$ cat src/rtl/string_xfer_seq.sv
module string_xfer_seq #(
  parameter int AW = 32,
  parameter int CW = 7
) (
  input  logic          clk,
  input  logic          rst_n,
  input  logic          start,
  input  logic [AW-1:0] st_addr,
  input  logic [CW-1:0] st_count,
  input  logic [4:0]    st_reg,
  input  logic          st_store,
  input  logic          st_check,
  input  logic [4:0]    st_base,
  input  logic [4:0]    st_index,
  output logic [4:0]    rf_rd_idx,
  input  logic [31:0]   rf_rd_data,
  output logic          rf_we,
  output logic [4:0]    rf_wr_idx,
  output logic [31:0]   rf_wr_data,
  output logic          mem_req,
  output logic          mem_we,
  output logic [AW-1:0] mem_addr,
  output logic [1:0]    mem_size,
  output logic [31:0]   mem_wdata,
  input  logic          mem_ready,
  input  logic [31:0]   mem_rdata,
  output logic          done,
  output logic          illegal
);

  localparam logic [1:0] SZ_BYTE = 2'd0;
  localparam logic [1:0] SZ_HALF = 2'd1;
  localparam logic [1:0] SZ_WORD = 2'd2;

  typedef enum logic [1:0] {S_IDLE, S_CHECK, S_XFER, S_FIN} state_t;

  state_t        state;
  logic [AW-1:0] addr_q;
  logic [CW-1:0] rem_q;
  logic [4:0]    reg_q, base_q, idx_q;
  logic          store_q, chk_q, tail2_q, ill_q;
  logic [15:0]   hold_q;

  logic [CW:0]   nregs;
  logic [4:0]    dbase, didx;
  logic          in_base, in_idx, bad;
  logic          word_beat, beat, first_of_3;

  assign nregs   = ({1'b0, rem_q} + (CW+1)'(3)) >> 2;
  assign dbase   = base_q - reg_q;
  assign didx    = idx_q - reg_q;
  assign in_base = {{(CW-4){1'b0}}, dbase} < nregs;
  assign in_idx  = {{(CW-4){1'b0}}, didx} < nregs;
  assign bad     = chk_q && !store_q && (rem_q != '0) &&
                   (((base_q != 5'd0) && in_base) || in_idx);

  assign word_beat  = !tail2_q && (rem_q >= CW'(4));
  assign first_of_3 = !tail2_q && (rem_q == CW'(3));

  assign mem_req  = (state == S_XFER);
  assign mem_we   = store_q;
  assign mem_addr = addr_q;
  assign mem_size = tail2_q ? SZ_BYTE :
                    word_beat ? SZ_WORD :
                    (rem_q == CW'(1)) ? SZ_BYTE : SZ_HALF;
  assign beat     = mem_req && mem_ready;

  always_comb begin
    unique case (mem_size)
      SZ_WORD: mem_wdata = rf_rd_data;
      SZ_HALF: mem_wdata = {16'h0, rf_rd_data[31:16]};
      default: mem_wdata = {24'h0, tail2_q ? rf_rd_data[15:8] : rf_rd_data[31:24]};
    endcase
  end

  always_comb begin
    if (word_beat)            rf_wr_data = mem_rdata;
    else if (tail2_q)         rf_wr_data = {hold_q, mem_rdata[7:0], 8'h0};
    else if (rem_q == CW'(2)) rf_wr_data = {mem_rdata[15:0], 16'h0};
    else                      rf_wr_data = {mem_rdata[7:0], 24'h0};
  end

  assign rf_rd_idx = reg_q;
  assign rf_wr_idx = reg_q;
  assign rf_we     = beat && !store_q && !first_of_3;
  assign done      = (state == S_FIN);
  assign illegal   = (state == S_FIN) && ill_q;

  always_ff @(posedge clk or negedge rst_n) begin
    if (!rst_n) begin
      state   <= S_IDLE;
      addr_q  <= '0;
      rem_q   <= '0;
      reg_q   <= '0;
      base_q  <= '0;
      idx_q   <= '0;
      store_q <= 1'b0;
      chk_q   <= 1'b0;
      tail2_q <= 1'b0;
      ill_q   <= 1'b0;
      hold_q  <= '0;
    end else begin
      unique case (state)
        S_IDLE: if (start) begin
          addr_q  <= st_addr;
          rem_q   <= st_count;
          reg_q   <= st_reg;
          base_q  <= st_base;
          idx_q   <= st_index;
          store_q <= st_store;
          chk_q   <= st_check;
          tail2_q <= 1'b0;
          state   <= S_CHECK;
        end
        S_CHECK: begin
          ill_q <= bad;
          state <= (bad || rem_q == '0) ? S_FIN : S_XFER;
        end
        S_XFER: if (beat) begin
          if (tail2_q) begin
            state <= S_FIN;
          end else if (word_beat) begin
            addr_q <= addr_q + AW'(4);
            reg_q  <= reg_q + 5'd1;
            rem_q  <= rem_q - CW'(4);
            if (rem_q == CW'(4)) state <= S_FIN;
          end else if (first_of_3) begin
            addr_q  <= addr_q + AW'(2);
            hold_q  <= mem_rdata[15:0];
            tail2_q <= 1'b1;
          end else begin
            state <= S_FIN;
          end
        end
        default: begin
          tail2_q <= 1'b0;
          state   <= S_IDLE;
        end
      endcase
    end
  end

  logic seen_q;
  always_ff @(posedge clk or negedge rst_n) begin
    if (!rst_n)                        seen_q <= 1'b0;
    else if (state == S_IDLE && start) seen_q <= 1'b0;
    else if (mem_req)                  seen_q <= 1'b1;
  end

  AST_HOLD_REQ: assert property (@(posedge clk) disable iff (!rst_n)
    mem_req && !mem_ready |=> mem_req && $stable(mem_addr) && $stable(mem_size));
  AST_DONE_PULSE: assert property (@(posedge clk) disable iff (!rst_n)
    done |=> !done);
  AST_ILLEGAL_SILENT: assert property (@(posedge clk) disable iff (!rst_n)
    illegal |-> !seen_q && !rf_we && !mem_req);
  AST_TAIL_BYTE: assert property (@(posedge clk) disable iff (!rst_n)
    $past(mem_req && mem_ready && mem_size == SZ_HALF) && mem_req |->
      mem_size == SZ_BYTE && mem_addr == $past(mem_addr) + AW'(2));
  AST_WORD_STEP: assert property (@(posedge clk) disable iff (!rst_n)
    $past(mem_req && mem_ready && mem_size == SZ_WORD) && mem_req |->
      mem_addr == $past(mem_addr) + AW'(4));
  AST_NO_RF_ON_STORE: assert property (@(posedge clk) disable iff (!rst_n)
    rf_we |-> !mem_we);

endmodule

$ cat config.mk
export PLATFORM = sky130hd
export DESIGN_NAME = string_xfer_seq
export DESIGN_NICKNAME = d
export VERILOG_FILES = /design/src/rtl/string_xfer_seq.sv
export SDC_FILE = /design/constraint.sdc
export NUM_CORES = 1
export LEC_CHECK = 0
export ABC_AREA = 1
export CAP_MARGIN = 15
export CORE_AREA = 3 3 153 155
export CTS_BUF_LIST = sky130_fd_sc_hd__clkbuf_4 sky130_fd_sc_hd__clkbuf_8
export CTS_CLUSTER_SIZE = 25
export DETAILED_ROUTE_END_ITERATION = 10
export DIE_AREA = 0 0 156 158
export DONT_BUFFER_PORTS = 1
export HOLD_SLACK_MARGIN = 0.06
export RECOVER_POWER = 100
export SLEW_MARGIN = 20
export SYNTH_ARGS = -nofsm -noshare
export SYNTH_HDL_FRONTEND = slang
export SYNTH_SLANG_ARGS = --single-unit
$ cat constraint.sdc
create_clock -name clk -period 3 [get_ports clk]
set_clock_uncertainty 0.05 [all_clocks]
set_input_delay 0.15 -clock clk [delete_from_list [all_inputs] [get_ports clk]]
set_output_delay 0.15 -clock clk [all_outputs]
set_load 0.02 [all_outputs]
Word-level counts from Yosys, hierarchy flattened
Cells that the tools add are included.

storage, ports and cells
  register bits after elaboration = 76
  input port bits = 124
  word-level logic and storage cells = 104

cells by class
  $add $sub $neg = 7
  order comparisons = 3
  equality and inequality tests = 16
  muxes and demuxes = 38
  bitwise gates (word level) = 3
  reduce and logical (&&, ||, !) cells = 26

operators with widths
  operator               count
  $mux 32                8
  $pmux 32 s2            2
  $add 32x2->32 const B  1
  $add 32x3->32 const B  1
  $mux 7                 4
  $mux 5                 4
  $mux 2                 8
  $reduce_and 5->1       3
  $eq 7x2->1 const B     2
  $pmux 7 s2             1
  $lt 5x6->1             2
  $logic_and 1x1->1      10
  $pmux 5 s2             1
  $sub 5x5->5            2
  $add 7x2->8 const B    1
  $mux 8                 1
  $eq 7x1->1 const B     1
  $eq 7x3->1 const B     1
  $ge 7x3->1 const B     1
  $logic_not 7->1        1
  $mux 1                 7
  $reduce_bool 7->1      1
  $sub 7x3->7 const B    1
  $eq 2x2->1 const B     3
  other kinds (18)       26

Depth between registers and ports, before layout
Gate-level depths: netlist (run 1).

  word-level depth = 8
  mapped depth = 17
  gate-level depth less buffers = 17

Worst setup path after synthesis (run 1)
Ideal clock, no wire load.

  path type = reg-to-output
  start point = register rem_q[3]
  end point = output mem_wdata[0]
  arrival = 2.767 ns
  required time = 2.800 ns
  setup slack = 0.033 ns
  stages on the path, launching flop included = 14
  cells stage by stage = dfrtp_1 inv_1 ha_1 nand4_1 nand2_2 nor2_1 buf_2 inv_1 nor2_1 ha_1 clkbuf_1 clkbuf_1 a221oi_1 a31oi_1

on the way
  cells in the longest elaborated chain, start to end = 6
  elaborated cells between the ends (all ways) = 9
  those cells by class = order compare: 1; eq/ne: 3; mux: 4; reduce/logical: 1

ends and longest elaborated chain
  what                                         RTL line  text
  start: declaration                           39        logic [CW-1:0] rem_q;
  start signal: assignment                     106       rem_q <= st_count;
  start signal: assignment                     125       rem_q <= rem_q - CW'(4);
  $ge 7x3->1 or $eq 7x1->1 (tied branches)     57, 65
  $logic_and 1x1->1 or $mux 1 (tied branches)  57, 65
  $mux 2 *                                     64        word_beat ? SZ_WORD :
  $mux 2 *                                     63        assign mem_size = tail2_q ? SZ_BYTE :
  net mem_size[0]                              23        output logic [1:0] mem_size,
  $eq 2x1->1 or $eq 2x2->1 (tied branches)     69        unique case (mem_size)
  $pmux 32 s2 *                                69
  end: declaration                             24        output logic [31:0] mem_wdata,

Mark *: on every way through the listed nets, which the timed path passes. The rest lies on a longest branch.

Worst setup path in the final report (run 1)
  start point = register rem_q[2]
  end point = output mem_wdata[10]

on the way
  cells in the longest elaborated chain, start to end = 6
  elaborated cells between the ends (all ways) = 9
  those cells by class = order compare: 1; eq/ne: 3; mux: 4; reduce/logical: 1

ends and longest elaborated chain
  what                                         RTL line
  $ge 7x3->1 or $eq 7x1->1 (tied branches)     57, 65
  $logic_and 1x1->1 or $mux 1 (tied branches)  57, 65
  $mux 2 *                                     64
  $mux 2 *                                     63
  $eq 2x1->1 or $eq 2x2->1 (tied branches)     69
  $pmux 32 s2 *                                69

Mark *: on every way between the ends. The rest lies on a longest branch, timed or not.

==> results.md, run 1 <==
- The endpoint identified for the worst register-to-register timing path is rf_rd_idx[2].
- In the final design database the tool counted approximately 1.2k nets.
- Leaving out fill and tap cells, the most frequent cells in the layout are sky130_fd_sc_hd__nand2_1, sky130_fd_sc_hd__inv_1, sky130_fd_sc_hd__nor2_1, sky130_fd_sc_hd__dfrtp_1, sky130_fd_sc_hd__dlygate4sd3_1.
- The worst register-to-register path has a depth of 10.
- The total I/O pin count is 237.
- The post-route minimum period is roughly 2.8 ns.
- Global routing consumed, over all layers together, 18.8% of the routing resources.
- Setup repair after global routing left no endpoint under its margin.
- The critical path is of the reg -> out type.
- The data required time of the worst path is between 2 and 3 ns.
- For this run, design rule violations remaining after detail routing come to 0.
- The clock insertion delay at the later pin of the skew report is 0.38 ns.
- The worst setup path is launched from a register.
- After layout, the worst path uses 94.8% of the clock period.
- The die covers 24600 um^2.
- In this run the cell area of the synthesized design comes to about 6600 um^2.
- The measured slew at the worst slew-check pin is 2.07 ns.
- The number of pins exceeding their max-slew limit in the final report is between 70 and 80.
- The final sum of negative setup slack is 0 ns.
- The horizontal die dimension is roughly 160 um.
- The share of flip-flops with an asynchronous set or reset after synthesis is 100%.
- After floorplanning, the core was divided into 54 placement rows.
- Wires add up to around 24 mm.
- The average size of a mapped cell is between 6 and 7 um^2.
- The number of cells on the worst hold path is 4.
- For this run, the top clock speed supported by timing is 352 MHz.
- TritonCTS built the clock tree.
- The post-route netlist has a little over 9% of its cells at a drive strength greater than 1.
- The HPWL after detailed placement is between 15 and 20 mm.
- Detailed routing inserted a total of between 6k and 7k vias.
- In the final routed layout, each cell accounts on average for 17.4 um.
- The tree built by TritonCTS fans out to 76 sinks.
- The remaining number of nets flagged by the antenna check after routing is 0.
- Data on the critical path arrives at its endpoint at between 2 and 3 ns.
- The peak supply drop is 0.000482 V.
- The type of the most critical hold path is in -> reg.
- The flow ran to the end, but the final reports show violations.
- The total of warnings raised by yosys is 0.
- Entering global routing, the biggest net connects between 70 and 80 pins.
- The buffer type at the clock tree root is sky130_fd_sc_hd__clkbuf_8.
- In this run, CTS created clock tree buffers numbering 9.
- The hold violation count in the final report was 0.
- STA classifies the critical path endpoint as a primary output.
- Yosys mapped a number of flops with a built-in enable equal to 0.
- The checks that failed: capacitance limit, slew limit.
- In this run, distinct cell masters in the synthesized netlist total 50.
- The headroom to the max-slew limit is -38.1%.
- The final hold slack is around 0.11 ns.
- The commonest non-fill, non-tap cell in the layout is sky130_fd_sc_hd__nand2_1.
- The final number of setup-violating endpoints is 0.
- The critical register-to-register path startpoint is state[0].
- The first detailed-routing pass took 6 iterations.
- The worst hold path terminates at hold_q[0].
- The ratio of routed vias to standard cells is approximately 5.
- The most instantiated flip-flop cell in the synthesis netlist is sky130_fd_sc_hd__dfrtp_1.
- The first-pass GRT wire length is between 30 and 40 mm.
- The initial antenna violation count is 1.
- The total global routing overflow is 0.
- Measured along the y axis, the die boundary spans 158 um.
- Power spread over the standard cell area amounts to approximately 1100 nW/um^2.
- The H-tree generated during clock tree synthesis spans 3 levels.
- The maximum count of clock buffers along a single path is 2.
- The synthesized netlist net count is between 1k and 1.5k.
- The clock slew seen by the registers of the worst setup and hold paths is 0.09 ns.
- Along the worst path, the maximum fanout reaches 17.
- The number of global-route vias before repair is between 6k and 7k.
- The number of DRC violations after detailed-routing iteration 0 is 577.
- The signed area change from the synthesized netlist to the final layout is 19.7%.
- Port buffering added 0 buffers.
- The total core area is approximately 22000 um^2.
- The minimum setup slack among reg-to-reg paths is 0.32 ns.
- After synthesis, flip-flops and latches occupy ~29% of the total area.
- The critical hold path startpoint is mem_ready.
- Once the floorplan was initialized, standard cells occupied between 30 and 40% of the core.
- The routability-driven placement congestion ratio is 0.872.
- Summed over all cells, the static leakage comes to 3.71 nW.
- The post-synthesis register bit count is 76.
- In the synthesized netlist, the number of instances is 1004.
- The tool flagged a number of max-cap violations equal to 1.
[state kept, by name, indices dropped and copies added, names as in the netlist]
name / flops
ill_q: 1
state: 2
mem_we: 1
rf_rd_idx: 5
chk_q: 1
rem_q: 7
mem_addr: 32
tail2_q: 1
hold_q: 16
base_q: 5
idx_q: 5
[kinds of logic (layout without fill, tap and decap cells)]
group / Yosys count / count (layout) / share of synthesized area [%]
other: 0 / 1 / 0
AND/OR/NAND/NOR: 521 / 521 / 32.9
flip-flops: 76 / 76 / 28.6
buffers and inverters: 157 / 245 / 10.0
adder cells (fa/ha/maj): 29 / 29 / 5.69
AO/OA/AOI/OAI: 167 / 167 / 15.7
XOR/XNOR: 54 / 54 / 7.12
[repair_timing]
action                     4_1_cts  5_1_grt
hold buffers                    74        0
setup endpoints to repair       28       17
resized for setup                4        3
hold endpoints to repair       148        0
buffers inserted                 0        1
pin swaps                        0        1
[where the power goes]
part | switching (W) | total, W | internal [W]
clock | 0.000449 | 0.000857 | 0.000408
combinational | 0.00352 | 0.00539 | 0.00187
sequential | 0.000872 | 0.00230 | 0.00143
[critical path: stages, from the launching register on]
cell and delay, ns:
sky130_fd_sc_hd__dfrtp_1 0.44, sky130_fd_sc_hd__inv_2 0.14, sky130_fd_sc_hd__ha_1 0.19, sky130_fd_sc_hd__inv_1 0.07, sky130_fd_sc_hd__nor4_2 0.35, sky130_fd_sc_hd__nor2_2 0.11, sky130_fd_sc_hd__inv_1 0.11, sky130_fd_sc_hd__ha_4 0.24
sky130_fd_sc_hd__buf_4 0.18, sky130_fd_sc_hd__nand2_1 0.05, sky130_fd_sc_hd__a21oi_1 0.19, sky130_fd_sc_hd__clkbuf_2 0.21
[worst max-delay path by stage]
stage,start,to,slack (ns),cells after the start
2_1_floorplan,rem_q[3],mem_wdata[0],0.03,13
3_3_place_gp,rem_q[3],mem_wdata[3],0.28,12
3_5_place_dp,rem_q[3],mem_wdata[10],0.20,11
4_1_cts,rem_q[3],mem_wdata[3],0.006,12
5_1_grt,rem_q[2],mem_wdata[12],0.03,11
6_report,rem_q[2],mem_wdata[10],0.16,11
[per-stage QoR]
step | cell area (um^2) | utilization (%) | total power, W | worst slack (ns) | instances
finish | 7960 | 36.2 | 0.00854 | 0.156 | 1373
global route | 7960 | 36.2 | 0.00942 | 0.0264 | 1373
CTS | 8070 | 36.8 | 0.00876 | 0.00623 | 1371
detailed placement | 7090 | 32.3 | 0.00773 | 0.199 | 1281
global placement | 7090 | 32.3 | 0.00762 | 0.282 | 1281
floorplan | 6640 | - | 0.00633 | 0.0327 | 1004
[Yosys cell counts (8+ instances only)]
master / count / area share [%]
sky130_fd_sc_hd__dfrtp_1: 76 / 29
sky130_fd_sc_hd__o211ai_1: 16 / 1.8
sky130_fd_sc_hd__nand3_1: 43 / 3.2
sky130_fd_sc_hd__a21oi_1: 34 / 2.6
sky130_fd_sc_hd__nor3_1: 15 / 1.1
sky130_fd_sc_hd__inv_1: 99 / 5.6
sky130_fd_sc_hd__buf_4: 8 / 0.90
sky130_fd_sc_hd__a31oi_1: 10 / 0.94
sky130_fd_sc_hd__o21ai_1: 27 / 2.0
sky130_fd_sc_hd__xor2_1: 47 / 6.2
sky130_fd_sc_hd__nand2_1: 343 / 19
sky130_fd_sc_hd__ha_1: 27 / 5.1
sky130_fd_sc_hd__o21ai_0: 41 / 3.1
sky130_fd_sc_hd__o22ai_1: 10 / 0.94
sky130_fd_sc_hd__nor2_1: 80 / 4.5
sky130_fd_sc_hd__a221oi_1: 8 / 1.1
sky130_fd_sc_hd__buf_2: 17 / 1.3
sky130_fd_sc_hd__clkbuf_1: 17 / 0.96
[layout make-up]
cell class | instances | area [um^2]
Antenna cell | 1 | 2.50
Inverter | 108 | 405
Sequential cell | 76 | 1900
Clock inverter | 6 | 62.6
Tap cell | 280 | 350
Clock buffer | 10 | 138
Fill cell | 2327 | 14000
Timing Repair Buffer | 121 | 1000
Multi-Input combinational cell | 771 | 4090
[metal layers]
metal / vias up / part of all wire (%) / track usage [%]
met4: 0 / 1.5 / 4.46
met3: 28 / 8.3 / 5.19
met1: 3255 / 42 / 23.2
met2: 270 / 48 / 32.6
met5: - / 0 / 0
li1: 3403 / - / -
No activity file was read; power rests on OpenSTA's default activity.
==> run 2, diff against run 1 <==
clock period = 3.21 ns   (was 3 ns; I/O delays follow)
==> run 2 against run 1 <==
The flow still finishes with violations (capacitance limit, slew limit). Critical path depth did not move. Utilization is 0.44 points lower. Total power fell by 9.0%. Worst setup slack improved by 0.054 ns. Register-to-register slack better by 0.06 ns. Clock power down 16%. Die area unchanged. Sequential power shrank 7%. Combinational power decreased by 8.7%. Largest cell class unchanged. Largest power group unchanged.
==> results.md, run 2 (synthesis results as in run 1) <==
- STA classifies the critical path startpoint as a register.
- The power per standard cell area is 989 nW/um^2 (-7.9%).
- The vertical die dimension is 158 um (unchanged).
- The ratio of routed vias to standard cells is 5.07 (about the same).
- The final hold slack is 0.117 ns (+0.00372 ns).
- The number of vias in the routed layout was 6924 (-0.46%).
- The multi-input combinational cell area is 4070 um^2 (-0.49%).
- The remaining number of nets flagged by the antenna check after routing is 0 (unchanged).
- Setup repair after global routing left no endpoint under its margin.
- The clock insertion delay at the later pin of the skew report is 0.37 ns (about the same).
- The critical hold path startpoint is mem_ready.
- The HPWL after detailed placement is 18.1 mm (-0.76%).
- The routability-driven placement congestion ratio is 0.863 (-0.95%).
- The total core area is 22000 um^2 (unchanged).
- The smallest setup slack after layout is 0.210 ns (+0.0538 ns).
- The run finished, with violations left.
- The count of buffers from port buffering is 0 (unchanged).
- The count of buffers added by post-CTS timing repair for setup is 0 (unchanged).
- The measured slew at the worst slew-check pin came to 2.10 ns (+0.0285 ns).
- The biggest fanout along the worst timing path was 17 (unchanged).
- The total of fill cells in the finished design is 2394 (+2.9%).
- The total clock buffers created by CTS is 9 (unchanged).
- In this run the worst setup path begins at rem_q[3].
- The number of detailed-route iterations in the first pass was 6 (unchanged).
- The number of flip-flops in the largest register is 32 (unchanged).
- TritonCTS built the clock tree.
- The total placed cells including tap cells came to 1276 (-0.39%).
- The storage element area is 1900 um^2 (unchanged).
- The library cells used most frequently in the layout, excluding fill and tap cells, are sky130_fd_sc_hd__nand2_1, sky130_fd_sc_hd__inv_1, sky130_fd_sc_hd__nor2_1, sky130_fd_sc_hd__dfrtp_1, sky130_fd_sc_hd__dlygate4sd3_1.
- The area enclosed by the die boundary is 24600 um^2 (unchanged).
- The kind of capture point of the worst setup path is a primary output.
- The final sum of negative setup slack is 0 ns (unchanged).
- The number of global-route vias before repair is 6662 (+1.0%).
- The post-route minimum period is about 3.0 ns.
- The final clock period utilization by the worst path is between 90% and 100%.
- The first-pass GRT wire length is 36.8 mm (+0.64%).
- The peak supply drop is 0.000483 V (+0.17%).
- The final number of setup-violating endpoints came to 0 (unchanged).
- The arrival time of the worst setup path is 2.79 ns (+0.15 ns).
- The final wirelength is 24.0 mm (+0.72%).
- The checks that failed: capacitance limit, slew limit.
- In this run the critical register-to-register path is launched from rem_q[3].
- The overall fraction of global-route tracks in use is 18.9% (+0.15 points).
- The effective utilization at floorplan is 30.3% (unchanged).
- The number of cells on the worst hold path came to 4 (unchanged).
- Relative to the synthesized area, the layout overhead comes to 18.3%.
- The ratio of cells with drive above 1 in the final layout is 7.55% (-1.6 points).
- The commonest non-fill, non-tap cell in the layout is sky130_fd_sc_hd__nand2_1.
- The minimum setup slack among reg-to-reg paths is 0.38 ns (+0.06 ns).
- The number of sinks handled by clock tree synthesis is 76 (unchanged).
- The number of standard cells in the final layout excluding fillers is 1367 (-0.44%).
- The data required time of the worst path was 3.00 ns (+0.20 ns).
- The worst setup path is of the reg -> out kind.
- The maximum count of clock buffers along a single path is 2 (unchanged).
- The headroom to the max-slew limit came to -40.0% (-1.9 points).
- The initial antenna violation count was 1 (unchanged).
- The final standard cell utilization of the core is 35.8% (-0.44 points).
- In this run the critical register-to-register path is captured at mem_addr[6].
- The type of the most critical hold path is in -> reg.
- The max capacitance violation total is 1 (unchanged).
- The largest net degree at the start of global routing is 77 (unchanged).
- The number of nets in the layout came to 1234 (-0.48%).
- The number of DRC violations after detailed-routing iteration 0 is 561 (-2.8%).
- The total I/O pin count is 237 (unchanged).
- The horizontal die dimension is 156 um (unchanged).
- The leakage power of the design is 3.65 nW (-1.6%).
- The number of pins exceeding their max-slew limit in the final report is 77 (unchanged).
- The total global routing overflow is 0 (unchanged).
- The CTS H-tree depth is 3 (unchanged).
- The hold violation count in the final report is 0 (unchanged).
- The post-place setup slack is 0.387 ns (+0.188 ns).
- The root buffer cell chosen for the clock tree is sky130_fd_sc_hd__clkbuf_8.
- The clock slew seen by the registers of the worst setup and hold paths is 0.09 ns (about the same).
- The number of rows in the core area is 54 (unchanged).
- The routed wire length per instance is 17.6 um (+1.2%).
- The worst hold path endpoint is hold_q[0].
- For this run, the top clock speed supported by timing is 333 MHz.
- The worst reg-to-reg path cell count is 12 (+2).
- The number of design rule violations left after detail routing is 0 (unchanged).
-- run 2: cell types whose count changed in the layout (fill, tap and decap cells not counted), sizes merged --
cell      delta
clkinv       +1
buf          -3
bufinv       -1
inv          -1
clkinvlp     +1
clkbuf       -3
-- run 2: worst max-delay path by stage --
stage / slack (ns) / endpoint / cells past startpoint
floorplan: 0.23 / mem_wdata[0] / 13
global placement: 0.44 / mem_wdata[3] / 12
detailed placement: 0.39 / mem_wdata[0] / 12
CTS: 0.14 / mem_wdata[0] / 12
global route: 0.03 / rf_wr_data[22] / 10
finish: 0.21 / mem_wdata[10] / 11
-- run 2: critical path, cell delays in order (launching register included) --
cell and delay, ns:
sky130_fd_sc_hd__dfrtp_1 0.42, sky130_fd_sc_hd__inv_1 0.19, sky130_fd_sc_hd__ha_1 0.20, sky130_fd_sc_hd__inv_1 0.05
sky130_fd_sc_hd__nor4_1 0.30, sky130_fd_sc_hd__nor2_1 0.14, sky130_fd_sc_hd__inv_1 0.12, sky130_fd_sc_hd__ha_4 0.25
sky130_fd_sc_hd__clkbuf_1 0.26, sky130_fd_sc_hd__nand2_1 0.10, sky130_fd_sc_hd__a21oi_1 0.20, sky130_fd_sc_hd__buf_4 0.18
-- run 2: timing repair --
action | in CTS | in global routing
hold buffers | 74 | 0
endpoints found under the hold margin | 148 | 0
gates resized for setup | 2 | 2
setup endpoints to repair | 8 | 8
pin swaps | 0 | 0
-- run 2: layer usage --
metal | up-vias | global-route usage (%) | part of all wire, % | wire length, um
met1 | 3191 | 22.9 | 42 | 10000
li1 | 3398 | - | - | -
met3 | 52 | 5.82 | 8.9 | 2130
met4 | 0 | 6.48 | 3.4 | 820
met5 | - | 0 | 0 | 0
met2 | 283 | 32.0 | 46 | 11000
-- run 2: cell type report --
class	instances	area share [%]
Multi-Input combinational cell	771	51.8
Sequential cell	76	24.2
Timing Repair Buffer	115	12.1
Inverter	108	5.16
Tap cell	280	4.46
Clock buffer	10	1.75
Clock inverter	6	0.509
Antenna cell	1	0.0318
-- run 2: metrics by stage --
stage	instance area (um^2)	total power, W
3_5_place_dp	7040	0.00714
6_report	7860	0.00777
2_1_floorplan	6640	0.00592
3_3_place_gp	7040	0.00705
5_1_grt	7860	0.00863
4_1_cts	7990	0.00801
-- run 2: power by group --
group	internal [W]	total, W	switching [W]
clock	0.000301	0.000723	0.000422
combinational	0.00167	0.00492	0.00326
sequential	0.00133	0.00213	0.000795
total	0.00330	0.00777	0.00447
==> run 3, diff against run 2 <==
PLACE_DENSITY = 0.4   (was unset)
==> run 3 against run 2 <==
The run still ends with capacitance limit, slew limit left. Maximum frequency rose by 1.1%. Global-route usage rose by 0.056 points. Register-to-register slack got worse by 0.05 ns. Clock power rose by 27%. First-iteration DRC count fell by 33%. Hold slack improved by 0.049 ns. Largest cell class unchanged.
==> results.md, run 3 (synthesis results as in run 1) <==
- The run finished, with violations left.
- The final reports fail on capacitance limit, slew limit.
- Among all stages on the critical path, the largest delay is contributed by sky130_fd_sc_hd__dfrtp_1.
- The data required time of the worst path is 3.00 ns (about the same).
- The achievable frequency was 337 MHz (+1.1%).
- By instance count, the cell type seen most on the critical path is sky130_fd_sc_hd__nor2_1.
- The number of detailed-route iterations in the first pass is 6 (unchanged).
- The HPWL after detailed placement is 17.9 mm (-1.3%).
- The ratio of routed vias to standard cells is 4.90 (-3.3%).
- The number of global-route vias before repair is 6594 (-1.0%).
- The smallest setup slack after layout is 0.242 ns (+0.0321 ns).
- The total global routing overflow is 0 (unchanged).
- The remaining number of nets flagged by the antenna check after routing was 0 (unchanged).
- The ratio of cells with drive above 1 in the final layout was 7.22% (-0.34 points).
- The clock insertion delay at the later pin of the skew report came to 0.38 ns (about the same).
- The number of nets in the layout is 1229 (-0.41%).
- The total of fill cells in the finished design came to 2461 (+2.8%).
- The leakage power of the design was 3.66 nW (+0.41%).
- The max capacitance violation total was 1 (unchanged).
- The total core area came to 22000 um^2 (unchanged).
- The kind of capture point of the worst setup path is a primary output.
- The commonest non-fill, non-tap cell in the layout is sky130_fd_sc_hd__nand2_1.
- The final number of setup-violating endpoints is 0 (unchanged).
- The first-pass GRT wire length is 37.0 mm (+0.39%).
- The count of buffers from port buffering came to 0 (unchanged).
- The post-route minimum period is 2.97 ns (-0.0321 ns).
- The final sum of negative setup slack is 0 ns (unchanged).
- The largest net degree at the start of global routing is 77 (unchanged).
- The area enclosed by the die boundary was 24600 um^2 (unchanged).
- The vertical die dimension is 158 um (unchanged).
- The signed area change from the synthesized netlist to the final layout is 18.6%.
- The post-place setup slack came to 0.374 ns (-0.0132 ns).
- In the layout the commonest cells are sky130_fd_sc_hd__nand2_1, sky130_fd_sc_hd__inv_1, sky130_fd_sc_hd__nor2_1, sky130_fd_sc_hd__dfrtp_1, sky130_fd_sc_hd__dlygate4sd3_1.
- The total clock buffers created by CTS is 9 (unchanged).
- The final hold slack is 0.166 ns (+0.0489 ns).
- The initial antenna violation count is 0 (-1).
- The clock slew seen by the registers of the worst setup and hold paths came to 0.10 ns (about the same).
- The number of pins exceeding their max-slew limit in the final report was 77 (unchanged).
- The worst hold path belongs to the class in -> reg.
- The overall fraction of global-route tracks in use is 19.0% (+0.056 points).
- The final standard cell utilization of the core is 35.9% (+0.085 points).
- The cell area reported after detailed placement is 7000 um^2 (-0.64%).
- Walking the worst path, the cells encountered are nor2_4 > nand3_2 > nor2_2 > nand2_1 > nor2_1 > inv_1 > nor2_1 > buf_4 > ha_2 > a221oi_1 > a31oi_1 > clkbuf_1.
- The routed wire length per instance came to 17.8 um (+1.1%).
- The effective utilization at floorplan is 30.3% (unchanged).
- TritonCTS built the clock tree.
- The power per standard cell area is 1020 nW/um^2 (+2.7%).
- The final clock period utilization by the worst path is 92.5% (-1.0 points).
- The routability-driven placement congestion ratio came to 0.806 (-6.6%).
- The peak supply drop is 0.000439 V (-9.0%).
- The maximum cell stage delay along the critical path is 0.47 ns (+0.05 ns).
- The number of DRC violations after detailed-routing iteration 0 is 378 (-33%).
- The buffer type at the clock tree root is sky130_fd_sc_hd__clkbuf_8.
- The number of design rule violations left after detail routing was 0 (unchanged).
- Setup repair after global routing left no endpoint under its margin.
- The storage element area came to 1900 um^2 (unchanged).
- The number of vias in the routed layout is 6667 (-3.7%).
- The final antenna diode count is 0 (-1).
- The maximum count of clock buffers along a single path was 2 (unchanged).
- The arrival time of the worst setup path was 2.76 ns (-0.03 ns).
- The CTS H-tree depth came to 3 (unchanged).
- The launching element type of the critical path is a register.
- The headroom to the max-slew limit is -41.4% (-1.4 points).
- The hold violation count in the final report is 0 (unchanged).
- The biggest fanout along the worst timing path is 16 (-1).
- The number of sinks handled by clock tree synthesis was 76 (unchanged).
- The number of flip-flops in the largest register is 32 (unchanged).
- The number of rows in the core area came to 54 (unchanged).
- The measured slew at the worst slew-check pin came to 2.12 ns (+0.0213 ns).
- The multi-input combinational cell area is 4050 um^2 (-0.55%).
- The final wirelength is 24.2 mm (+0.66%).
- The area of all placed cells without fillers is 7880 um^2 (+0.24%).
- The critical path in this run is classified as reg -> out.
- The horizontal die dimension is 156 um (unchanged).
- The total I/O pin count was 237 (unchanged).
run 3: final timing paths:
path	start	to	slack [ns]	depth (start not counted)
worst max-delay path	rem_q[4]	mem_wdata[0]	0.24	12
worst min-delay path	mem_ready	hold_q[0]	0.17	4
worst max register to register	rem_q[2]	hold_q[13]	0.33	9
worst min register to register	hold_q[9]	hold_q[9]	0.45	2
max in group asynchronous	rst_n	hold_q[6]	0.93	2
min in group asynchronous	rst_n	mem_addr[7]	0.93	2
run 3: power by group:
part	switching (W)	internal, W	total (W)
clock network	0.000432	0.000484	0.000916
logic	0.00329	0.00167	0.00496
registers	0.000795	0.00133	0.00213
total	0.00451	0.00349	0.00800
run 3: area by class of cell:
type,count,share of cell area [%]
inverters,108,5.15
clock buffers,11,1.92
repair buffers,110,11.9
multi-input cells,771,51.4
flip-flops and latches,76,24.1
clock inverters,5,1.05
well taps,280,4.45
run 3: critical path: cells and delay by family (launching register included):
family          cells  cell delay (ns)
buf+inv             3             0.50
compound gates      2             0.28
simple gates        6             0.76
fa+ha+maj           1             0.38
flops               1             0.47
run 3: layer usage:
metal	share of wire (%)	vias to the layer above	track usage (%)
met5	0	-	0
met4	1.1	0	4.12
met3	6.0	18	3.83
met2	47	216	32.7
met1	46	3059	24.7
li1	-	3374	-
run 3: through the flow:
step	std cells	total power, W
floorplan	1004	0.00592
global placement	1270	0.00722
detailed placement	1270	0.00721
CTS	1360	0.00828
global route	1361	0.00885
finish	1361	0.00800
run 3: repair_timing:
| action | 4_1_cts | 5_1_grt |
|---|---|---|
| hold buffers | 74 | 0 |
| setup endpoints to repair | 8 | 16 |
| pin swaps | 0 | 0 |
| hold endpoints to repair | 148 | 0 |
| buffers inserted | 0 | 1 |
| resized for setup | 1 | 3 |
